## src/rtl/ddr2_guard_pkg.sv

```systemverilog
package ddr2_guard_pkg;

   localparam logic [2:0] OP_NOP  = 3'd0;
   localparam logic [2:0] OP_ACT  = 3'd1;
   localparam logic [2:0] OP_RD   = 3'd2;
   localparam logic [2:0] OP_WR   = 3'd3;
   localparam logic [2:0] OP_PRE  = 3'd4;
   localparam logic [2:0] OP_PREA = 3'd5;

   typedef enum logic [2:0] {
      V_NONE   = 3'd0,
      V_RCD    = 3'd1,
      V_RP     = 3'd2,
      V_RAS    = 3'd3,
      V_RC     = 3'd4,
      V_PREA   = 3'd5,
      V_CLOSED = 3'd6,
      V_OPEN   = 3'd7
   } viol_e;

   function automatic int ceil_div(input int num, input int den);
      return (num + den - 1) / den;
   endfunction

   // counters load cycles-1 so the command is legal exactly 'cyc' cycles later
   function automatic int load_of(input int cyc);
      return (cyc > 1) ? cyc - 1 : 0;
   endfunction

endpackage

```

## src/rtl/ddr2_bank_timer.sv

```systemverilog
module ddr2_bank_timer #(
   parameter int RCD_LD = 2,
   parameter int RP_LD  = 2,
   parameter int RAS_LD = 8,
   parameter int RC_LD  = 11,
   parameter int CW     = 4
) (
   input  logic clk,
   input  logic rst_n,
   input  logic act,
   input  logic close,
   output logic is_open,
   output logic rcd_ok,
   output logic rp_ok,
   output logic ras_ok,
   output logic rc_ok
);

   logic [CW-1:0] rcd_cnt, rp_cnt, ras_cnt, rc_cnt;

   function automatic logic [CW-1:0] sat_dec(input logic [CW-1:0] v);
      return (v == '0) ? v : v - 1'b1;
   endfunction

   always_ff @(posedge clk) begin
      if (!rst_n) begin
         is_open <= 1'b0;
         rcd_cnt <= '0;
         rp_cnt  <= '0;
         ras_cnt <= '0;
         rc_cnt  <= '0;
      end else begin
         if (act)
            is_open <= 1'b1;
         else if (close)
            is_open <= 1'b0;
         rcd_cnt <= act   ? CW'(RCD_LD) : sat_dec(rcd_cnt);
         ras_cnt <= act   ? CW'(RAS_LD) : sat_dec(ras_cnt);
         rc_cnt  <= act   ? CW'(RC_LD)  : sat_dec(rc_cnt);
         rp_cnt  <= close ? CW'(RP_LD)  : sat_dec(rp_cnt);
      end
   end

   assign rcd_ok = (rcd_cnt == '0);
   assign rp_ok  = (rp_cnt  == '0);
   assign ras_ok = (ras_cnt == '0);
   assign rc_ok  = (rc_cnt  == '0);

endmodule

```

## src/rtl/ddr2_due_pipe.sv

```systemverilog
module ddr2_due_pipe #(
   parameter int DEPTH = 4
) (
   input  logic clk,
   input  logic rst_n,
   input  logic fire,
   output logic due
);

   generate
      if (DEPTH == 1) begin : g_single
         logic stage;
         always_ff @(posedge clk) begin
            if (!rst_n) stage <= 1'b0;
            else        stage <= fire;
         end
         assign due = stage;
      end else begin : g_chain
         logic [DEPTH-1:0] stages;
         always_ff @(posedge clk) begin
            if (!rst_n) stages <= '0;
            else        stages <= {stages[DEPTH-2:0], fire};
         end
         assign due = stages[DEPTH-1];
      end
   endgenerate

endmodule

```

## src/rtl/ddr2_bank_guard.sv

```systemverilog
module ddr2_bank_guard
   import ddr2_guard_pkg::*;
#(
   parameter int BANKS       = 4,
   parameter int CLK_PS      = 5000,
   parameter int CL          = 3,
   parameter int AL          = 0,
   parameter bit NEWER_PARTS = 1'b0,
   parameter int TRCD_PS     = 15000,
   parameter int TRP_PS      = 15000,
   parameter int TRC_PS      = 60000,
   parameter int TPREA_PS    = 15000,
   localparam int BW         = $clog2(BANKS)
) (
   input  logic          clk,
   input  logic          rst_n,
   input  logic [2:0]    cmd_op,
   input  logic [BW-1:0] cmd_bank,
   output logic          cmd_legal,
   output logic          viol_sticky,
   output logic [2:0]    viol_code,
   output logic          rd_due,
   output logic          wr_due
);

   localparam int TRAS_PS   = NEWER_PARTS ? 40000 : 45000;
   localparam int RCD_CYC   = ceil_div(TRCD_PS, CLK_PS);
   localparam int RP_CYC    = ceil_div(TRP_PS, CLK_PS);
   localparam int RAS_CYC   = ceil_div(TRAS_PS, CLK_PS);
   localparam int RC_CYC    = ceil_div(TRC_PS, CLK_PS);
   localparam int PREA_CYC  = ceil_div(TPREA_PS, CLK_PS);
   localparam int RCD_POST  = (RCD_CYC - AL > 1) ? RCD_CYC - AL : 1;
   localparam int RCD_LD    = load_of(RCD_POST);
   localparam int RP_LD     = load_of(RP_CYC);
   localparam int RAS_LD    = load_of(RAS_CYC);
   localparam int RC_LD     = load_of(RC_CYC);
   localparam int PREA_LD   = load_of(PREA_CYC);
   localparam int MAX_A     = (RCD_LD > RP_LD) ? RCD_LD : RP_LD;
   localparam int MAX_B     = (RAS_LD > RC_LD) ? RAS_LD : RC_LD;
   localparam int MAX_C     = (MAX_A > MAX_B) ? MAX_A : MAX_B;
   localparam int MAX_LD    = (MAX_C > PREA_LD) ? MAX_C : PREA_LD;
   localparam int CW        = $clog2(MAX_LD + 2);
   localparam int RL        = AL + CL;
   localparam int WL        = RL - 1;

   // elaboration-time parameter checks
   generate
      if (CL < 3 || CL > 6) begin : g_bad_cl
         $error("ddr2_bank_guard: CL must be 3..6");
      end
      if (AL < 0 || AL > 4) begin : g_bad_al
         $error("ddr2_bank_guard: AL must be 0..4");
      end
      if (BANKS < 2 || (1 << BW) != BANKS) begin : g_bad_banks
         $error("ddr2_bank_guard: BANKS must be a power of two >= 2");
      end
      if (CLK_PS <= 0) begin : g_bad_clk
         $error("ddr2_bank_guard: CLK_PS must be positive");
      end
   endgenerate

   logic [BANKS-1:0] open_vec, rcd_ok_vec, rp_ok_vec, ras_ok_vec, rc_ok_vec;
   logic [BANKS-1:0] act_vec, close_vec;
   logic [CW-1:0]    prea_cnt;
   viol_e            now_code;
   logic             op_act, op_rdwr, op_pre, op_prea;

   assign op_act  = (cmd_op == OP_ACT);
   assign op_rdwr = (cmd_op == OP_RD) || (cmd_op == OP_WR);
   assign op_pre  = (cmd_op == OP_PRE);
   assign op_prea = (cmd_op == OP_PREA);

   // rule evaluation for the presented command
   always_comb begin
      now_code = V_NONE;
      if (op_act) begin
         if (open_vec[cmd_bank])         now_code = V_OPEN;
         else if (prea_cnt != '0)        now_code = V_PREA;
         else if (!rp_ok_vec[cmd_bank])  now_code = V_RP;
         else if (!rc_ok_vec[cmd_bank])  now_code = V_RC;
      end else if (op_rdwr) begin
         if (!open_vec[cmd_bank])        now_code = V_CLOSED;
         else if (!rcd_ok_vec[cmd_bank]) now_code = V_RCD;
      end else if (op_pre) begin
         if (open_vec[cmd_bank] && !ras_ok_vec[cmd_bank]) now_code = V_RAS;
      end else if (op_prea) begin
         if (|(open_vec & ~ras_ok_vec))  now_code = V_RAS;
      end
   end

   assign cmd_legal = (now_code == V_NONE);

   genvar b;
   generate
      for (b = 0; b < BANKS; b++) begin : g_bank
         assign act_vec[b]   = cmd_legal && op_act && (cmd_bank == BW'(b));
         assign close_vec[b] = cmd_legal && open_vec[b] &&
                               (op_prea || (op_pre && (cmd_bank == BW'(b))));
         ddr2_bank_timer #(
            .RCD_LD (RCD_LD),
            .RP_LD  (RP_LD),
            .RAS_LD (RAS_LD),
            .RC_LD  (RC_LD),
            .CW     (CW)
         ) u_timer (
            .clk     (clk),
            .rst_n   (rst_n),
            .act     (act_vec[b]),
            .close   (close_vec[b]),
            .is_open (open_vec[b]),
            .rcd_ok  (rcd_ok_vec[b]),
            .rp_ok   (rp_ok_vec[b]),
            .ras_ok  (ras_ok_vec[b]),
            .rc_ok   (rc_ok_vec[b])
         );
      end
   endgenerate

   // global window after precharge-all
   always_ff @(posedge clk) begin
      if (!rst_n)
         prea_cnt <= '0;
      else if (cmd_legal && op_prea)
         prea_cnt <= CW'(PREA_LD);
      else if (prea_cnt != '0)
         prea_cnt <= prea_cnt - 1'b1;
   end

   // first violation is latched and held
   always_ff @(posedge clk) begin
      if (!rst_n) begin
         viol_sticky <= 1'b0;
         viol_code   <= 3'd0;
      end else if (!viol_sticky && !cmd_legal) begin
         viol_sticky <= 1'b1;
         viol_code   <= now_code;
      end
   end

   ddr2_due_pipe #(.DEPTH(RL)) u_rd_pipe (
      .clk   (clk),
      .rst_n (rst_n),
      .fire  (cmd_legal && (cmd_op == OP_RD)),
      .due   (rd_due)
   );

   ddr2_due_pipe #(.DEPTH(WL)) u_wr_pipe (
      .clk   (clk),
      .rst_n (rst_n),
      .fire  (cmd_legal && (cmd_op == OP_WR)),
      .due   (wr_due)
   );

endmodule

```

## config.mk

```make
export PLATFORM = sky130hd
export DESIGN_NAME = ddr2_bank_guard
export DESIGN_NICKNAME = d
export VERILOG_FILES = /design/src/rtl/ddr2_guard_pkg.sv /design/src/rtl/ddr2_bank_timer.sv /design/src/rtl/ddr2_due_pipe.sv /design/src/rtl/ddr2_bank_guard.sv
export SDC_FILE = /design/constraint.sdc
export NUM_CORES = 1
export LEC_CHECK = 0
export CAP_MARGIN = 20
export CORE_MARGIN = 1
export CORE_UTILIZATION = 45
export DETAILED_ROUTE_END_ITERATION = 6
export DONT_BUFFER_PORTS = 1
export PLACE_DENSITY_LB_ADDON = 0.05
export SETUP_SLACK_MARGIN = 0.05
export SKIP_LAST_GASP = 1
export SYNTH_ARGS = -nofsm -noshare
export SYNTH_HDL_FRONTEND = slang
export SYNTH_HIERARCHICAL = 1
export SYNTH_SLANG_ARGS = --single-unit
```

## constraint.sdc

```tcl
create_clock -name clk -period 2.94 [get_ports clk]
set_clock_uncertainty 0.15 [all_clocks]
set_input_delay 0.735 -clock clk [delete_from_list [all_inputs] [get_ports clk]]
set_output_delay 0.735 -clock clk [all_outputs]
set_load 0.01 [all_outputs]
```

After elaboration in Yosys (flattened, before gate mapping)
Cells that the tools add are included.

Register bits after elaboration: 81. Latch bits: 0. Bits in writable memories: 0. Bits in read-only memories: 0. Output and inout bits: 7. Memories: 0.

Add/subtract/negate cells: 17. Multiply operators: 0. Divide/modulo/power cells: 0. Order comparisons: 1. Equal/unequal tests: 24. Shifts and indexed selects: 0. Muxes and demuxes: 64. Bitwise operators: 3. Reductions and logical operators: 64.

Operators by type and width (count): subtractor 4 x 1 -> 4 bit (second input constant) (17); logical NOT 4 bit (16); two-way mux 4 bit (16); two-way mux 2 bit (21); inequality test 2 x 1 -> 1 bit (second input constant) (16); two-way mux 3 bit (8); logical AND 1 bit (22); OR reduction 2 bit (9); two-way mux 1 bit (14); binary-select mux 1 bit (select 2 bit) (5); nonzero test 2 bit (5); == test 3 x 2 -> 1 bit (second input constant) (2); == test 3 bit (second input constant) (2); logical OR 1 bit (5); AND 4 bit (1); == test 2 bit (second input constant) (2); NOT 4 bit (1); nonzero test 4 bit (1); OR reduction 4 bit (1); == test 3 x 1 -> 1 bit (second input constant) (1); logical NOT 1 bit (3); logical NOT 3 bit (1); less-than comparator 2 x 3 -> 1 bit (second input constant) (1); == test 2 x 1 -> 1 bit (second input constant) (1); other kinds (2) (2).

Depth between registers and ports, before layout
Gate-level depths: netlist (run 1).

Depth after elaboration: 14. Gate-level depth with buffers: 11. Depth with buffers taken out: 10.

Hierarchy
Netlist (run 1), hierarchy kept.

Modules (own cells, without submodules): ddr2_bank_timer (times used 4, cells each 72, area an instance 676.9 µm²); ddr2_bank_guard (times used 1, cells each 93, area an instance 853.3 µm²); ddr2_due_pipe at u_rd_pipe (times used 1, cells each 6, area an instance 78.8 µm²); ddr2_due_pipe at u_wr_pipe (times used 1, cells each 4, area an instance 52.6 µm²).

Worst setup path before layout (run 1)
Ideal clock, no wire load.

Kind: input to output. Start: in cmd_bank[0]. End: out cmd_legal. Arrival: 2.263 ns. Slack: -0.208 ns. Stages on the path: 7. Path buffers: 2. Cells stage by stage: buf_6 mux4_2 o21ai_0 o31ai_4 nand3b_4 buf_12 inv_2.

Word-level cells in the longest chain between the ends: 9.

RTL lines: start: declaration (RTL line ddr2_bank_guard.sv:18) `input logic [BW-1:0] cmd_bank,`; binary-select mux 1 bit (select 2 bit) (RTL line ddr2_bank_guard.sv:85) `if (open_vec[cmd_bank] && !ras_ok_vec[cmd_bank]) now_code = V_RAS;`; two-way mux 1 bit (not written as such) (RTL line ddr2_bank_guard.sv:85); logical NOT 1 bit (RTL line ddr2_bank_guard.sv:85); logical AND 1 bit (RTL line ddr2_bank_guard.sv:85); two-way mux 2 bit (RTL line ddr2_bank_guard.sv:85); two-way mux 3 bit (RTL line ddr2_bank_guard.sv:84) `end else if (op_pre) begin`; two-way mux 3 bit (RTL line ddr2_bank_guard.sv:81) `end else if (op_rdwr) begin`; two-way mux 3 bit (*) (RTL line ddr2_bank_guard.sv:76) `if (op_act) begin`; logical NOT 3 bit (*) (RTL line ddr2_bank_guard.sv:91) `assign cmd_legal = (now_code == V_NONE);`; end: declaration (RTL line ddr2_bank_guard.sv:19) `output logic cmd_legal,`.

Every way passes the cells marked *; elsewhere a longest branch is shown, timed or not. The select of a mux whose other input is x is not followed.

Final worst setup path (run 1)
Start: reg g_bank[2].u_timer.ras_cnt[0]. End: out cmd_legal.

Word-level cells in the longest chain between the ends: 10.

RTL lines: start: declaration (RTL line ddr2_bank_timer.sv:19) `logic [CW-1:0] rcd_cnt, rp_cnt, ras_cnt, rc_cnt;`; start signal: assignment (RTL line ddr2_bank_timer.sv:38) `ras_cnt <= act ? CW'(RAS_LD) : sat_dec(ras_cnt);`; logical NOT 4 bit (*) (RTL line ddr2_bank_timer.sv:46) `assign ras_ok = (ras_cnt == '0);`; via ras_ok_vec[2] (RTL line ddr2_bank_guard.sv:62) `logic [BANKS-1:0] open_vec, rcd_ok_vec, rp_ok_vec, ras_ok_vec, rc_ok_vec;`; binary-select mux 1 bit (select 2 bit) or NOT 4 bit (tied branches) (RTL line ddr2_bank_guard.sv:85, ddr2_bank_guard.sv:87); two-way mux 1 bit (not written as such) or AND 4 bit (tied branches) (RTL line ddr2_bank_guard.sv:85, ddr2_bank_guard.sv:87); logical NOT 1 bit or OR reduction 4 bit (tied branches) (RTL line ddr2_bank_guard.sv:85, ddr2_bank_guard.sv:87); logical AND 1 bit or two-way mux 2 bit (tied branches) (RTL line ddr2_bank_guard.sv:85, ddr2_bank_guard.sv:87); two-way mux 2 bit (on tied branches) (RTL line ddr2_bank_guard.sv:85, ddr2_bank_guard.sv:86); two-way mux 3 bit (*) (RTL line ddr2_bank_guard.sv:84); two-way mux 3 bit (*) (RTL line ddr2_bank_guard.sv:81); two-way mux 3 bit (*) (RTL line ddr2_bank_guard.sv:76); logical NOT 3 bit (*) (RTL line ddr2_bank_guard.sv:91).

The timed path passes the listed nets; every way through them passes the cells marked *. The select of a mux whose other input is x is not followed.

==> results.sh, run 1 <==
export IMPL_placed_cells=508
export IMPL_number_of_antenna_violations_at_the_first_check_in_global_routing=0
export IMPL_critPathRequiredTime_ns=2.06
export IMPL_floorplan_rows=32
export IMPL_synthesis_yosys_warnings=6
export IMPL_routed_wl_um=7440
export IMPL_detailed_place_area_um2=3950
export IMPL_synthArstFlopShare_pct=0
export IMPL_synth_area_leader_cell="sky130_fd_sc_hd__dfxtp_1"
export IMPL_clock_sink_count=81
export IMPL_maxSlewHeadroom_pct=64.4
export IMPL_die_y_um=92.6
export IMPL_synth_top_cells_by_area="sky130_fd_sc_hd__dfxtp_1 44%, sky130_fd_sc_hd__o21ai_0 4.6%, sky130_fd_sc_hd__a21oi_1 3.9%"
export IMPL_fin_ws_ns=-0.177
export IMPL_regArea_um2=1630
export IMPL_clock_tree_from_tritoncts="built"
export IMPL_synth_top_cells_by_count="81 x sky130_fd_sc_hd__dfxtp_1, 34 x sky130_fd_sc_hd__o21ai_0, 29 x sky130_fd_sc_hd__a21oi_1, 29 x sky130_fd_sc_hd__nor2_1, 29 x sky130_fd_sc_hd__nor3_1"
export IMPL_final_setup_viol_count=1
export IMPL_drive_gt1_share_pct=25.3
export IMPL_power_density_nw_per_um2=700
export IMPL_track_usage_pct=18.7
export IMPL_failed_checks="negative setup slack"
export IMPL_drt_vias_per_instance=5.49
export IMPL_grt_remaining_overflow=0
export IMPL_fp_dieArea_um2=8570
export IMPL_multi_input_area_um2=2190
export IMPL_drv_max_cap_violation_count=0
export IMPL_wl_per_cell_um=14.0
export IMPL_post_synth_instance_area_um2=3690
export IMPL_drt_pass1_iter_count=4
export IMPL_drt_first_iter_violations=143
export IMPL_post_route_min_period_ns=3.12
export IMPL_setup_tns_final_ns=-0.177
export IMPL_tcrit_tclk_final_pct=106
export IMPL_layout_area_overhead_vs_synth_pct=20.7
export IMPL_fraction_of_the_yosys_area_taken_by_sequential_cells_pct=43.9
export IMPL_drv_slew=0
export IMPL_io_pins=14
export IMPL_clk_root_buffer_cell="sky130_fd_sc_hd__clkbuf_8"
export IMPL_final_hold_violation_count=0
export IMPL_syn_num_nets=402
export IMPL_setup_repair_after_global_routing_missed_its_margin="true"
export IMPL_fmax_ghz=0.321
export IMPL_detail_route_drc_violations=0
export IMPL_hpwl_um=4980
export IMPL_crit_path_start_kind="flip-flop"
export IMPL_peakVddDrop_v=0.000454
export IMPL_yosys_cell_count_top_type="sky130_fd_sc_hd__dfxtp_1"
export IMPL_design_power_total_mw=3.12
export IMPL_result_of_the_run="finished with violations"
export IMPL_initial_utilization_pct=47.1
export IMPL_port_buffers=0
export IMPL_dr_total_vias=2923
export IMPL_setup_worst_path_end_class="primary output"
export IMPL_detailedPlace_worstSlack_ns=0.0446
export IMPL_clkSlewWorstSetupHoldPaths_ns=0.08
export IMPL_p_leak_nw=1.55
export IMPL_timing_worst_setup_path_type="flip-flop to primary output"
export IMPL_clock_insertion_delay_worst_skew_ns=0.34
export IMPL_worst_path_max_fanout=2
export IMPL_worst_pin_slew_ns=0.529
export IMPL_synthDistinctLibCells=48
export IMPL_stdcell_count=532
export IMPL_first_global_vias=2780
export IMPL_hold_worst_slack_ns=0.282
export IMPL_gpl_final_weighted_congestion=0.746
export IMPL_numCtsBuffers=9
export IMPL_hold_path_class="flip-flop to flip-flop"
export IMPL_post_route_cell_area_um2=4460
export IMPL_cp_arrival_ns=2.23
export IMPL_synthFlopType="sky130_fd_sc_hd__dfxtp_1"
export IMPL_n_fill_cell=707
export IMPL_synthDominantCellAreaShare_pct=43.9
export IMPL_num_antenna_cells=0
export IMPL_drt_antenna_violating_nets=0
export IMPL_grt_first_pass_wirelength_um=12600
export IMPL_synth_area_per_cell_um2=9.44
export IMPL_coreArea_um2=7850
export IMPL_final_util_pct=56.8
export IMPL_syn_inst=391
export IMPL_ys_ff_latch=81
export IMPL_clock_path_buffers=2
export IMPL_die_width_um=92.6
export IMPL_cts_max_level=3
export IMPL_grt_start_max_net_pins=51
export IMPL_final_layout_net_count=437
export IMPL_synth_enable_flop_cells=0
==> final timing paths <==
check / start / endpoint / slack, ns / cells after the start
max: g_bank[2].u_timer/ras_cnt[0] / cmd_legal / -0.18 / 8
min: u_rd_pipe/g_chain.stages[0] / u_rd_pipe/g_chain.stages[1] / 0.28 / 1
max reg2reg: g_bank[2].u_timer/ras_cnt[0] / g_bank[1].u_timer/ras_cnt[3] / 0.15 / 12
min reg2reg: u_rd_pipe/g_chain.stages[0] / u_rd_pipe/g_chain.stages[1] / 0.28 / 1
==> cell usage in the layout (no fill, tap or decap), drive strengths merged, types with 5 or more instances in the layout <==
| cell | n |
|---|---|
| and2 | 5 |
| nor4 | 14 |
| nor2b | 18 |
| nor2 | 29 |
| o21a | 19 |
| a211oi | 6 |
| mux4 | 5 |
| nand2b | 11 |
| nor3b | 14 |
| nand2 | 17 |
| a21boi | 12 |
| clkbuf | 9 |
| nand3b | 9 |
| o21ai | 34 |
| inv | 12 |
| a21oi | 31 |
| dfxtp | 81 |
| nor3 | 35 |
| buf | 30 |
==> where the power goes <==
| group | internal, mW | switching, mW | leakage (nW) |
|---|---|---|---|
| Clock | 0.556 | 0.386 | 0.115 |
| Sequential | 1.21 | 0.103 | 0.659 |
| Combinational | 0.494 | 0.374 | 0.777 |
| Total | 2.26 | 0.863 | 1.55 |
==> cells by family (layout without fill, tap and decap cells) <==
logic type	count (synthesis)	after routing	share of synthesized area (%)
DFF	81	81	43.9
xor gates and xnor gates	4	4	0.949
AOI/OAI and AO/OA	114	114	20.0
adders and majority gates	4	4	1.36
muxes	9	9	4.57
buffers and inverters	18	57	2.54
and+or+nand+nor	161	161	26.7
==> what timing repair did <==
item	4_1_cts	5_1_grt
cloned	0	0
hold buffers	0	0
setup endpoints to repair	1	65
resized for setup	23	25
pin swaps	2	5
setup buffers	8	1
==> area by class of cell <==
class	count	area share, %
tap	102	2.86
sequential	81	36.6
clock buffer	9	2.78
clock inverter	6	2.41
inverter	12	1.07
timing repair buffer	30	5.22
multi-input combinational	292	49.1
==> flip-flops by register name, summed over array words and instances, names as in the netlist <==
signal and flops:
g_bank.u_timer/rcd_cnt 16, g_bank.u_timer/ras_cnt 16, g_bank.u_timer/rp_cnt 16, g_bank.u_timer/rc_cnt 16, prea_cnt 4, viol_code 3, u_rd_pipe/g_chain.stages 3, g_bank.u_timer/is_open 4
viol_sticky 1, u_wr_pipe/g_chain.stages 2
==> metal layers <==
metal	GRT usage [%]	part of all wire (%)	vias to the layer above
met4	5.86	1.3	0
met5	0	0	-
met3	5.91	2.7	8
met2	31.3	47	24
met1	22.8	49	1398
li1	-	-	1493
==> worst max-delay path: stages, from the launching register on <==
cell                       delay (ns)
sky130_fd_sc_hd__dfxtp_2         0.34
sky130_fd_sc_hd__inv_2           0.06
sky130_fd_sc_hd__ha_4            0.16
sky130_fd_sc_hd__nor3b_4         0.15
sky130_fd_sc_hd__mux4_2          0.46
sky130_fd_sc_hd__or3b_1          0.37
sky130_fd_sc_hd__a21oi_2         0.15
sky130_fd_sc_hd__nand3b_4        0.17
sky130_fd_sc_hd__inv_4           0.04
No activity file was read; power rests on OpenSTA's default activity.
==> run 2: changes to the inputs <==
--- a/config.mk
+++ b/config.mk
@@ -5,6 +5,7 @@
 export SDC_FILE = /design/constraint.sdc
 export NUM_CORES = 1
 export LEC_CHECK = 0
+export ABC_AREA = 1
 export CAP_MARGIN = 20
 export CORE_MARGIN = 1
 export CORE_UTILIZATION = 45
==> constraint.sdc (replaced) <==
create_clock -name clk -period 2.75 [get_ports clk]
set_clock_uncertainty 0.15 [all_clocks]
set_input_delay 0.6875 -clock clk [delete_from_list [all_inputs] [get_ports clk]]
set_output_delay 0.6875 -clock clk [all_outputs]
set_load 0.01 [all_outputs]
==> results.sh, run 2 <==
export IMPL_result_of_the_run="finished, final reports clean"
export IMPL_synthDistinctLibCells=24
export IMPL_peakVddDrop_v=0.000484
export IMPL_gpl_final_weighted_congestion=0.854
export IMPL_grt_remaining_overflow=0
export IMPL_synthArstFlopShare_pct=0
export IMPL_numCtsBuffers=9
export IMPL_crit_path_start_kind="flip-flop"
export IMPL_synthDominantCellAreaShare_pct=44.0
export IMPL_reg2reg_depth=17
export IMPL_num_antenna_cells=0
export IMPL_drt_antenna_violating_nets=0
export IMPL_clock_sink_count=81
export IMPL_clock_path_buffers=2
export IMPL_layout_commonest_cell="sky130_fd_sc_hd__nand2_1"
export IMPL_n_fill_cell=777
export IMPL_gr_met2_demand_resource_pct=33.0
export IMPL_grt_start_max_net_pins=28
export IMPL_hold_path_startpoint="u_rd_pipe/g_chain.stages[0]"
export IMPL_routed_wl_um=7660
export IMPL_mostFrequentLayoutCells="120 x sky130_fd_sc_hd__nand2_1, 76 x sky130_fd_sc_hd__dfxtp_1, 73 x sky130_fd_sc_hd__nor2_1"
export IMPL_final_setup_viol_count=0
export IMPL_detailed_place_area_um2=3850
export IMPL_timing_worst_setup_path_type="flip-flop to primary output"
export IMPL_max_stage_delay_ns=0.34
export IMPL_synth_enable_flop_cells=0
export IMPL_worst_path_max_fanout=4
export IMPL_maxSlewHeadroom_pct=80.0
export IMPL_grt_met1_usage_pct=23.8
export IMPL_post_route_cell_area_um2=4410
export IMPL_drv_max_cap_violation_count=0
export IMPL_wl_per_cell_um=11.3
export IMPL_clock_tree_from_tritoncts="built"
export IMPL_die_y_um=92.5
export IMPL_number_of_antenna_violations_at_the_first_check_in_global_routing=0
export IMPL_hpwl_um=5440
export IMPL_synthesis_yosys_warnings=6
export IMPL_post_route_min_period_ns=2.66
export IMPL_drt_vias_per_instance=4.88
export IMPL_setup_worst_path_end_class="primary output"
export IMPL_layout_area_overhead_vs_synth_pct=19.7
export IMPL_p_leak_nw=2.08
export IMPL_timing_hold_worst_path_depth=2
export IMPL_fp_dieArea_um2=8550
export IMPL_drv_slew=0
export IMPL_cp_arrival_ns=1.82
export IMPL_fraction_of_the_yosys_area_taken_by_sequential_cells_pct=44.0
export IMPL_design_power_total_mw=4.02
export IMPL_hold_path_class="flip-flop to flip-flop"
export IMPL_met3_use_gr_pct=3.86
export IMPL_critical_path_cell_chain="inv_2 -> ha_4 -> nand2_4 -> inv_4 -> inv_2 -> nand2_2 -> o21ai_2 -> o21ai_2 -> nand3_2 -> nor2_4 -> nand3_4 -> inv_6"
export IMPL_port_buffers=0
export IMPL_cts_max_level=3
export IMPL_r2r_end="g_bank[3].u_timer/rp_cnt[2]"
export IMPL_setup_repair_after_global_routing_missed_its_margin="true"
export IMPL_yosys_cell_count_top_type="sky130_fd_sc_hd__nand2_1"
export IMPL_initial_utilization_pct=47.2
export IMPL_cts_hold_buffers_added=0
export IMPL_syn_num_nets=545
export IMPL_first_global_vias=3159
export IMPL_grt_first_pass_wirelength_um=13300
export IMPL_coreArea_um2=7810
export IMPL_synth_top_cells_by_area="sky130_fd_sc_hd__dfxtp_1 44%, sky130_fd_sc_hd__nand2_1 13%, sky130_fd_sc_hd__nor2_1 9.3%"
export IMPL_synth_area_leader_cell="sky130_fd_sc_hd__dfxtp_1"
export IMPL_post_synth_instance_area_um2=3680
export IMPL_synth_area_per_cell_um2=6.90
export IMPL_cpMaxStageDelayCell="sky130_fd_sc_hd__dfxtp_2"
export IMPL_clock_insertion_delay_worst_skew_ns=0.35
export IMPL_fmax_ghz=0.376
export IMPL_final_layout_net_count=579
export IMPL_io_pins=14
export IMPL_synth_top_cells_by_count="128 x sky130_fd_sc_hd__nand2_1, 91 x sky130_fd_sc_hd__nor2_1, 81 x sky130_fd_sc_hd__dfxtp_1"
export IMPL_drt_pass1_iter_count=4
export IMPL_dr_total_vias=3293
export IMPL_clk_root_buffer_cell="sky130_fd_sc_hd__clkbuf_8"
export IMPL_critPathRequiredTime_ns=1.91
export IMPL_power_density_nw_per_um2=912
export IMPL_final_hold_violation_count=0
export IMPL_clkSlewWorstSetupHoldPaths_ns=0.09
export IMPL_worst_r2r_setup_slack_ns=0.31
export IMPL_r2r_start="g_bank[0].u_timer/ras_cnt[1]"
export IMPL_floorplan_rows=32
export IMPL_gr_max_usage_layer="met2"
export IMPL_detail_route_drc_violations=0
export IMPL_track_usage_pct=19.3
export IMPL_ys_ff_latch=81
export IMPL_stdcell_count=675
export IMPL_worst_pin_slew_ns=0.300
export IMPL_drive_gt1_share_pct=22.7
export IMPL_hold_path_endpoint="u_rd_pipe/g_chain.stages[1]"
export IMPL_tcrit_tclk_final_pct=96.8
export IMPL_synthFlopType="sky130_fd_sc_hd__dfxtp_1"
export IMPL_drt_first_iter_violations=108
export IMPL_die_width_um=92.5
export IMPL_syn_inst=534
export IMPL_placed_cells=642
## run 2: cell families after synthesis
kind of cell,share of synthesized area (%)
compound gates,9.20
xor+xnor,0.951
fa+ha+maj,1.36
simple gates,35.4
buf+inv,9.03
flops,44.0
## run 2: how the worst max path moves through the flow
stage / start / end / slack (ns) / cells past startpoint
after global placement: cmd_bank[0] / g_bank[2].u_timer/ras_cnt[2] / 0.15 / 14
after global routing: g_bank[2].u_timer/ras_cnt[0] / cmd_legal / -0.02 / 12
after floorplan: cmd_bank[1] / cmd_legal / 0.27 / 10
after detailed placement: g_bank[1].u_timer/ras_cnt[0] / g_bank[2].u_timer/rp_cnt[2] / 0.16 / 14
final: g_bank[0].u_timer/ras_cnt[1] / cmd_legal / 0.09 / 12
after CTS: g_bank[1].u_timer/rcd_cnt[0] / cmd_legal / 0.05 / 11
## run 2: power by group
group | total [mW] | switching (mW) | internal, mW
combinational | 1.54 | 0.846 | 0.694
clock | 0.954 | 0.439 | 0.515
sequential | 1.53 | 0.152 | 1.38
total | 4.02 | 1.44 | 2.59
## run 2: what timing repair did
item	4_1_cts	5_1_grt
buffers inserted	11	6
hold endpoints to repair	0	0
pin swaps	12	10
endpoints found under the setup margin	1	3
resized for setup	45	31
## run 2: routing by layer
layer,wire length (µm),vias up,share of wire [%]
li1,-,1745,-
met1,3620,1499,47
met2,3660,39,48
met3,286,10,3.7
met4,93,0,1.2
met5,0,-,0
## run 2: per-stage QoR
step	worst slack (ns)	hold slack, ns	setup TNS, ns	util, %
after floorplan	0.273	0.236	0	-
after global placement	0.155	0.245	0	49.4
after detailed placement	0.155	0.251	0	49.4
after CTS	0.0506	0.260	0	54.7
after global routing	-0.0169	0.275	-0.0169	56.5
final	0.0888	0.262	0	56.5
## run 2: final cells by class
cell class              instances  area [µm²]  area share, %
multi-input cells             368        1910           43.4
flip-flops and latches         81        1630           36.9
inverters                      83         324           7.35
repair buffers                 25         195           4.43
clock buffers                  10         128           2.89
well taps                     102         128           2.89
clock inverters                 6        92.6           2.10
## run 2: worst max-delay path, delay by kind of cell (launching register included)
family	cells	cell delay [ns]
adder cells (fa/ha/maj)	1	0.14
AO/OA/AOI/OAI	2	0.28
flip-flops	1	0.34
buffers and inverters	4	0.25
AND/OR/NAND/NOR	5	0.44
==> run 3: changes to the inputs <==
--- a/config.mk
+++ b/config.mk
@@ -12,6 +12,7 @@
 export DETAILED_ROUTE_END_ITERATION = 6
 export DONT_BUFFER_PORTS = 1
 export PLACE_DENSITY_LB_ADDON = 0.05
+export RECOVER_POWER = 50
 export SETUP_SLACK_MARGIN = 0.05
 export SKIP_LAST_GASP = 1
 export SYNTH_ARGS = -nofsm -noshare
==> results.sh, run 3 (synthesis results as in run 2) <==
export IMPL_routed_wl_um=7650
export IMPL_post_route_cell_area_um2=4410
export IMPL_number_of_antenna_violations_at_the_first_check_in_global_routing=0
export IMPL_detail_route_drc_violations=0
export IMPL_hpwl_um=5440
export IMPL_floorplan_rows=32
export IMPL_numCtsBuffers=9
export IMPL_power_density_nw_per_um2=912
export IMPL_stdcell_count=675
export IMPL_post_route_min_period_ns=2.66
export IMPL_first_global_vias=3159
export IMPL_cts_hold_buffers_added=0
export IMPL_grt_first_pass_wirelength_um=13300
export IMPL_tcrit_tclk_final_pct=96.8
export IMPL_regArea_um2=1630
export IMPL_n_fill_cell=777
export IMPL_clock_tree_from_tritoncts="built"
export IMPL_worst_path_max_fanout=4
export IMPL_clock_insertion_delay_worst_skew_ns=0.35
export IMPL_die_width_um=92.5
export IMPL_wl_per_cell_um=11.3
export IMPL_drv_slew=0
export IMPL_peakVddDrop_v=0.000484
export IMPL_cts_max_level=3
export IMPL_num_antenna_cells=0
export IMPL_gpl_final_weighted_congestion=0.854
export IMPL_clkSlewWorstSetupHoldPaths_ns=0.09
export IMPL_die_y_um=92.5
export IMPL_critPathRequiredTime_ns=1.91
export IMPL_final_hold_violation_count=0
export IMPL_io_pins=14
export IMPL_setup_worst_path_end_class="primary output"
export IMPL_final_layout_net_count=579
export IMPL_clock_path_buffers=2
export IMPL_timing_worst_setup_path_type="flip-flop to primary output"
export IMPL_drv_max_cap_violation_count=0
export IMPL_crit_path_start_kind="flip-flop"
export IMPL_worst_pin_slew_ns=0.300
export IMPL_fp_dieArea_um2=8550
export IMPL_mostFrequentLayoutCells="120 x sky130_fd_sc_hd__nand2_1, 76 x sky130_fd_sc_hd__dfxtp_1, 73 x sky130_fd_sc_hd__nor2_1"
export IMPL_track_usage_pct=19.3
export IMPL_p_leak_nw=2.08
export IMPL_grt_start_max_net_pins=28
export IMPL_result_of_the_run="finished, final reports clean"
export IMPL_layout_commonest_cell="sky130_fd_sc_hd__nand2_1"
export IMPL_drt_vias_per_instance=4.87
export IMPL_layout_area_overhead_vs_synth_pct=19.7
export IMPL_maxSlewHeadroom_pct=80.0
export IMPL_hold_path_class="flip-flop to flip-flop"
export IMPL_drive_gt1_share_pct=22.7
export IMPL_setup_repair_after_global_routing_missed_its_margin="true"
export IMPL_final_setup_viol_count=0
export IMPL_drt_pass1_iter_count=4
export IMPL_drt_first_iter_violations=108
export IMPL_initial_utilization_pct=47.2
export IMPL_grt_remaining_overflow=0
export IMPL_clock_sink_count=81
export IMPL_dr_total_vias=3288
export IMPL_detailed_place_area_um2=3850
export IMPL_cp_arrival_ns=1.82
export IMPL_port_buffers=0
export IMPL_placed_cells=642
export IMPL_clk_root_buffer_cell="sky130_fd_sc_hd__clkbuf_8"
export IMPL_drt_antenna_violating_nets=0
export IMPL_coreArea_um2=7810
export IMPL_fmax_ghz=0.376
export IMPL_multi_input_area_um2=1910
export IMPL_final_util_pct=56.5
run 3: final cells by class:
cell class | instances | share of cell area [%]
clock buffers | 10 | 2.89
repair buffers | 25 | 4.43
well taps | 102 | 2.89
flip-flops and latches | 81 | 36.9
clock inverters | 6 | 2.10
multi-input cells | 368 | 43.4
inverters | 83 | 7.35
run 3: critical path, cell delays in order, from the launching register on:
cell and delay [ns]:
sky130_fd_sc_hd__dfxtp_2 0.34, sky130_fd_sc_hd__inv_2 0.07, sky130_fd_sc_hd__ha_4 0.14, sky130_fd_sc_hd__nand2_4 0.06
sky130_fd_sc_hd__inv_4 0.06, sky130_fd_sc_hd__inv_2 0.03, sky130_fd_sc_hd__nand2_2 0.04, sky130_fd_sc_hd__o21ai_2 0.06
sky130_fd_sc_hd__o21ai_2 0.22, sky130_fd_sc_hd__nand3_2 0.14, sky130_fd_sc_hd__nor2_4 0.11, sky130_fd_sc_hd__nand3_4 0.09
sky130_fd_sc_hd__inv_6 0.09
run 3: where the power goes:
part	switching, mW	total, mW	internal (mW)
combinational	0.846	1.54	0.694
clock	0.439	0.954	0.515
sequential	0.151	1.53	1.38
run 3: routing by layer:
metal / GRT usage [%] / up-vias / share of wire [%]
met2: 33.0 / 39 / 48
li1: - / 1745 / -
met4: 7.55 / 0 / 1.2
met1: 23.8 / 1494 / 47
met3: 3.86 / 10 / 3.7
met5: 0 / - / 0
run 3: timing repair:
item                       in CTS  in global routing
setup buffers                  11                  6
resized for setup              45                 31
setup endpoints to repair       1                  3
pin swaps                      12                 10
run 3: path summary, 6_finish.rpt:
path | from | to | slack, ns | cells after the start
setup reg to reg | g_bank[0].u_timer/ras_cnt[1] | g_bank[2].u_timer/rp_cnt[2] | 0.32 | 17
hold reg to reg | u_rd_pipe/g_chain.stages[0] | u_rd_pipe/g_chain.stages[1] | 0.26 | 2
hold / removal | u_rd_pipe/g_chain.stages[0] | u_rd_pipe/g_chain.stages[1] | 0.26 | 2
setup / recovery | g_bank[0].u_timer/ras_cnt[1] | cmd_legal | 0.09 | 12
run 3: through the flow:
stage | total power, mW | hold slack [ns] | worst slack, ns | setup TNS, ns
floorplan | 2.40 | 0.236 | 0.273 | 0
global placement | 2.64 | 0.245 | 0.155 | 0
global route | 4.34 | 0.275 | -0.0169 | -0.0169
detailed placement | 2.66 | 0.251 | 0.155 | 0
finish | 4.02 | 0.262 | 0.0888 | 0
CTS | 3.88 | 0.260 | 0.0506 | 0
